--- config.mk ---
export PLATFORM = sky130hd
export DESIGN_NAME = irq_rank_resolver
export DESIGN_NICKNAME = d
export VERILOG_FILES = /design/src/rtl/irq_rank_pkg.sv /design/src/rtl/irq_req_latch.sv /design/src/rtl/irq_rotator.sv /design/src/rtl/irq_prio_enc.sv /design/src/rtl/irq_rank_resolver.sv
export SDC_FILE = /design/constraint.sdc
export NUM_CORES = 1
export LEC_CHECK = 0
export BUFFER_PORTS_ARGS = -buffer_cell sky130_fd_sc_hd__buf_4
export CORE_MARGIN = 5
export CORE_UTILIZATION = 47
export CTS_CLUSTER_SIZE = 28
export DETAILED_ROUTE_END_ITERATION = 6
export PLACE_DENSITY = 0.75
export SYNTH_ARGS = -nofsm -noshare
export SYNTH_HDL_FRONTEND = slang
export SYNTH_SLANG_ARGS = --single-unit
--- constraint.sdc ---
create_clock -name clk -period 5.6 [get_ports clk]
set_clock_uncertainty 0.2 [all_clocks]
set_input_delay 0.56 -clock clk [delete_from_list [all_inputs] [get_ports clk]]
set_output_delay 0.56 -clock clk [all_outputs]
set_load 0.03 [all_outputs]
--- src/rtl/irq_rank_pkg.sv ---
package irq_rank_pkg;
   typedef enum logic {
      TRIG_EDGE  = 1'b0,
      TRIG_LEVEL = 1'b1
   } trig_e;

   localparam int unsigned DEF_INPUTS   = 8;
   localparam int unsigned DEF_CASC_IDX = 2;
endpackage

--- src/rtl/irq_req_latch.sv ---
module irq_req_latch
   import irq_rank_pkg::*;
#(
   parameter int unsigned N_IN = DEF_INPUTS
) (
   input  logic            clk,
   input  logic            rst_n,
   input  logic [N_IN-1:0] line_in,
   input  logic [N_IN-1:0] trig_level,
   input  logic [N_IN-1:0] pend_clr,
   output logic [N_IN-1:0] pend_q
);
   logic [N_IN-1:0] prev_q;

   for (genvar i = 0; i < N_IN; i++) begin : g_bit
      trig_e mode;
      logic  rise;
      assign mode = trig_e'(trig_level[i]);
      assign rise = line_in[i] & ~prev_q[i];

      always_ff @(posedge clk or negedge rst_n) begin
         if (!rst_n) begin
            prev_q[i] <= 1'b0;
            pend_q[i] <= 1'b0;
         end else begin
            prev_q[i] <= line_in[i];
            if (mode == TRIG_LEVEL)
               pend_q[i] <= line_in[i];
            else if (rise)
               pend_q[i] <= 1'b1;
            else if (pend_clr[i])
               pend_q[i] <= 1'b0;
         end
      end
   end
endmodule

--- src/rtl/irq_rotator.sv ---
module irq_rotator #(
   parameter int unsigned N_IN = 8,
   localparam int unsigned IW  = $clog2(N_IN)
) (
   input  logic [N_IN-1:0] vec_in,
   input  logic [IW-1:0]   base,
   output logic [N_IN-1:0] vec_out
);
   for (genvar p = 0; p < N_IN; p++) begin : g_rank
      logic [IW-1:0] src;
      assign src        = IW'(p) + base;
      assign vec_out[p] = vec_in[src];
   end
endmodule

--- src/rtl/irq_prio_enc.sv ---
module irq_prio_enc #(
   parameter int unsigned N_IN = 8,
   localparam int unsigned LW  = $clog2(N_IN + 1)
) (
   input  logic [N_IN-1:0] vec,
   output logic [LW-1:0]   level
);
   always_comb begin
      level = LW'(N_IN);
      for (int i = N_IN - 1; i >= 0; i--) begin
         if (vec[i]) level = LW'(i);
      end
   end
endmodule

--- src/rtl/irq_rank_resolver.sv ---
module irq_rank_resolver
   import irq_rank_pkg::*;
#(
   parameter int unsigned N_IN           = DEF_INPUTS,
   parameter int unsigned CASC_IDX       = DEF_CASC_IDX,
   parameter bit          NESTED_SUPPORT = 1'b1,
   localparam int unsigned IW            = $clog2(N_IN),
   localparam int unsigned LW            = $clog2(N_IN + 1)
) (
   input  logic            clk,
   input  logic            rst_n,
   input  logic [N_IN-1:0] line_in,
   input  logic [N_IN-1:0] trig_level,
   input  logic [N_IN-1:0] pend_clr,
   input  logic [N_IN-1:0] mask,
   input  logic [N_IN-1:0] in_service,
   input  logic [IW-1:0]   rot_base,
   input  logic            nested_en,
   input  logic            is_master,
   output logic            req_valid,
   output logic [IW-1:0]   req_index,
   output logic [N_IN-1:0] pend_out
);
   if (N_IN < 2 || (N_IN & (N_IN - 1)) != 0) begin : g_bad_width
      $error("irq_rank_resolver: N_IN must be a power of two of at least 2");
   end
   if (CASC_IDX >= N_IN) begin : g_bad_casc
      $error("irq_rank_resolver: CASC_IDX out of range");
   end

   logic [N_IN-1:0] pend_q;
   logic [N_IN-1:0] cand;
   logic [N_IN-1:0] isr_eff;
   logic [N_IN-1:0] cand_rot;
   logic [N_IN-1:0] isr_rot;
   logic [LW-1:0]   cand_lvl;
   logic [LW-1:0]   cur_lvl;
   logic            win_d;
   logic [IW-1:0]   idx_d;

   irq_req_latch #(.N_IN(N_IN)) u_latch (
      .clk        (clk),
      .rst_n      (rst_n),
      .line_in    (line_in),
      .trig_level (trig_level),
      .pend_clr   (pend_clr),
      .pend_q     (pend_q)
   );

   assign cand = pend_q & ~mask;

   if (NESTED_SUPPORT) begin : g_nested
      logic [N_IN-1:0] casc_hole;
      assign casc_hole = (nested_en && is_master) ? (N_IN'(1) << CASC_IDX) : '0;
      assign isr_eff   = in_service & ~casc_hole;
   end else begin : g_plain
      logic unused_flags;
      assign unused_flags = nested_en ^ is_master;
      assign isr_eff      = in_service;
   end

   irq_rotator #(.N_IN(N_IN)) u_rot_cand (
      .vec_in  (cand),
      .base    (rot_base),
      .vec_out (cand_rot)
   );

   irq_rotator #(.N_IN(N_IN)) u_rot_isr (
      .vec_in  (isr_eff),
      .base    (rot_base),
      .vec_out (isr_rot)
   );

   irq_prio_enc #(.N_IN(N_IN)) u_enc_cand (
      .vec   (cand_rot),
      .level (cand_lvl)
   );

   irq_prio_enc #(.N_IN(N_IN)) u_enc_isr (
      .vec   (isr_rot),
      .level (cur_lvl)
   );

   assign win_d = (cand_lvl < cur_lvl);
   assign idx_d = cand_lvl[IW-1:0] + rot_base;

   always_ff @(posedge clk or negedge rst_n) begin
      if (!rst_n) begin
         req_valid <= 1'b0;
         req_index <= '0;
      end else begin
         req_valid <= win_d;
         req_index <= win_d ? idx_d : '0;
      end
   end

   assign pend_out = pend_q;
endmodule

==> out/summary.txt <==
CP Capture Type: flip-flop
Mapped Nets: 203
Fill cells: 327
Die ar.: 5162 sq um
crit-path leading delay family: adder cells
CP required: 5.54 ns
CP max stage cell: mux4_2
Pre-Repair DR Iteration Count: 4
clock latency on the worst-skew pair: 0.26 ns
num rows: 22
Post-Route Utilization: 62.38%
worst-path fanout max: 19
Cell Chain, Critical Path: buf_4, inv_4, ha_1, xnor2_2, mux4_2, o21a_1, nand4bb_2, nand2_1, ha_1, inv_1, fa_1, xnor2_1, xnor2_1, a21oi_1
RSZ-0062 raised after global routing: no
port buffer count: 58
post-CTS sizing: 0
Worst setup SP type: primary input
Critical Path AT: 3.50 ns
clock root cell: clkbuf_8
core box area: 3689 sq um
Power, Total: 0.0005542 W
largest net degree at the start of global routing: 21
Avg Cell Area, Syn: 12.07 sq um
n_diodes: 0
Max clock buf depth: 2
clock-pin slew on the worst setup and hold paths: 0.08 ns
Distinct cells, synth: 44
htree depth: 1
Initial Utilization: 48.74%
CTS tree: yes
commonest non-fill, non-tap cells in the layout: buf_4, dfrtp_1, nand2b_1
Post-CTS Setup Inserts: 0
CTS sink count: 20
drt total wl: 4153 microns
Hold WC Path Type: primary input to flip-flop
GR Overflow Total: 0
die width: 71.85 microns
initial antenna violation count: 0
DRC violations left: 0
YS warnings: 0
hold depth: 1
crit-path max cell delay: 0.57 ns
footprint of the multi-input gates: 1215 sq um
Worst-Margin Slew: 0.3912 ns
Seq cells post-synth: 20
commonest non-fill, non-tap cell in the layout: buf_4
crit share post-route: 63.60%
asr flop ratio synth: 100.0%
DR vias: 1437
first-pass GRT wire length: 7348 microns
cts hold-fix bufs: 1
area delta synth->final: 27.98%
share of cells above drive strength 1: 47.34%
CP Class: primary input to flip-flop
Worst R2R Path Depth: 12
Top FF cell, synth: dfrtp_1
crit path buf inv count: 3
Final TNS setup: 0 ns
slew margin rel.: 73.90%
vias per cell: 5.635
DP HPWL: 3552 microns
largest area contributor in the netlist: dfrtp_1
I/O pins: 59
status: finished clean
Leak Pwr: 1.070 nW
area share of the largest cell type after synthesis: 27.84%
Routed Antenna Nets: 0
Overall Global Routing Usage: 17.47%
cell count after synthesis: 149
Levels on crit path: 14
clock period minus worst slack: 3.562 ns
Fin. Hold Viols: 0
maximum VDD drop: 0.0001052 V
pwr dens: 240.9 nW/um^2
total of max-cap violations: 0
global placer's final weighted congestion: 0.8197
Netlist Area Pre-Place: 1798 sq um
number of global-route vias before repair: 1637
Die Ht: 71.85 microns
Pins Over Slew Limit: 0
Area contributors post-synth: dfrtp_1, mux4_2, nand2b_1, mux2i_1, ha_1
Num CTS Buffers: 3
post-synthesis sequential area ratio: 27.84%
fin nets: 262
DR iter-0 viols: 57
final setup violation count: 0
Post-synth EDFFs: 0
fmax: 280.8 MHz
Register Area: 500.5 sq um
WL per Instance: 16.29 microns
==> cells in the mapped netlist (all sizes together), types with 2 or more instances <==
master,number
buf,4
dfrtp,20
o21a,2
a21oi,4
a21boi,2
nor2b,4
o21ai,4
a22o,8
ha,6
inv,6
mux4,15
mux2,9
mux2i,9
nand2,8
xnor2,3
nand2b,17
nor2,10
nand4,3
==> worst paths after layout <==
kind                                          startpoint                       endpoint  slack, ns
min                                           line_in[5]    u_latch.prev_q[5]$_DFF_PN0_       0.21
min reg2reg                u_latch.pend_q[7]$_DFFE_PN0P_  u_latch.pend_q[7]$_DFFE_PN0P_       0.34
max in group asynchronous                          rst_n            req_valid$_DFF_PN0_       4.47
max reg2reg                u_latch.pend_q[5]$_DFFE_PN0P_         req_index[2]$_DFF_PN0_       2.53
min in group asynchronous                          rst_n    u_latch.prev_q[3]$_DFF_PN0_       0.51
max                                          rot_base[0]         req_index[2]$_DFF_PN0_       2.04
==> per-stage QoR <==
stage / setup slack (ns) / hold WS, ns / cells / instance area [sq um]
3_3_place_gp: 1.876 / 0.2458 / 250 / 2236
4_1_cts: 2.026 / 0.2013 / 255 / 2301
2_1_floorplan: 2.122 / 0.06441 / 149 / 1798
5_1_grt: 1.862 / 0.1977 / 255 / 2301
6_report: 2.038 / 0.2080 / 255 / 2301
3_5_place_dp: 1.755 / 0.2600 / 250 / 2236
==> metal layers <==
metal / global-route usage (%) / up-vias / routed length [microns]
met5: 0 / - / 0
met3: 3.927 / 8 / 217
li1: - / 681 / -
met2: 34.49 / 36 / 2380
met1: 18.68 / 712 / 1507
met4: 3.549 / 0 / 48
==> layout make-up <==
type	count	share of cell area (%)
clock buffer	4	2.393
timing repair buffer	59	19.36
multi-input combinational	118	52.80
sequential	20	21.75
inverter	6	1.088
tap	48	2.610
==> power breakdown <==
part / switching, W / internal [W] / leakage [nW]
registers: 0.00000873 / 0.000164 / 0.239
clock network: 0.0000490 / 0.0000626 / 0.0288
logic: 0.000139 / 0.000131 / 0.801
total: 0.000196 / 0.000358 / 1.07
==> sequential cells by signal, summed over array words and instances, names as in the netlist <==
register	count
u_latch.pend_q	8
u_latch.prev_q	8
req_index	3
req_valid	1
==> cell families after synthesis <==
family	Yosys count	share of synthesized area [%]
simple gates	51	18.93
compound gates	23	9.882
fa+ha+maj	7	5.289
flops	20	27.84
buf+inv	11	4.593
xor+xnor	4	2.784
mux	33	30.69
Note: power is estimated with default switching activity, not from simulation.
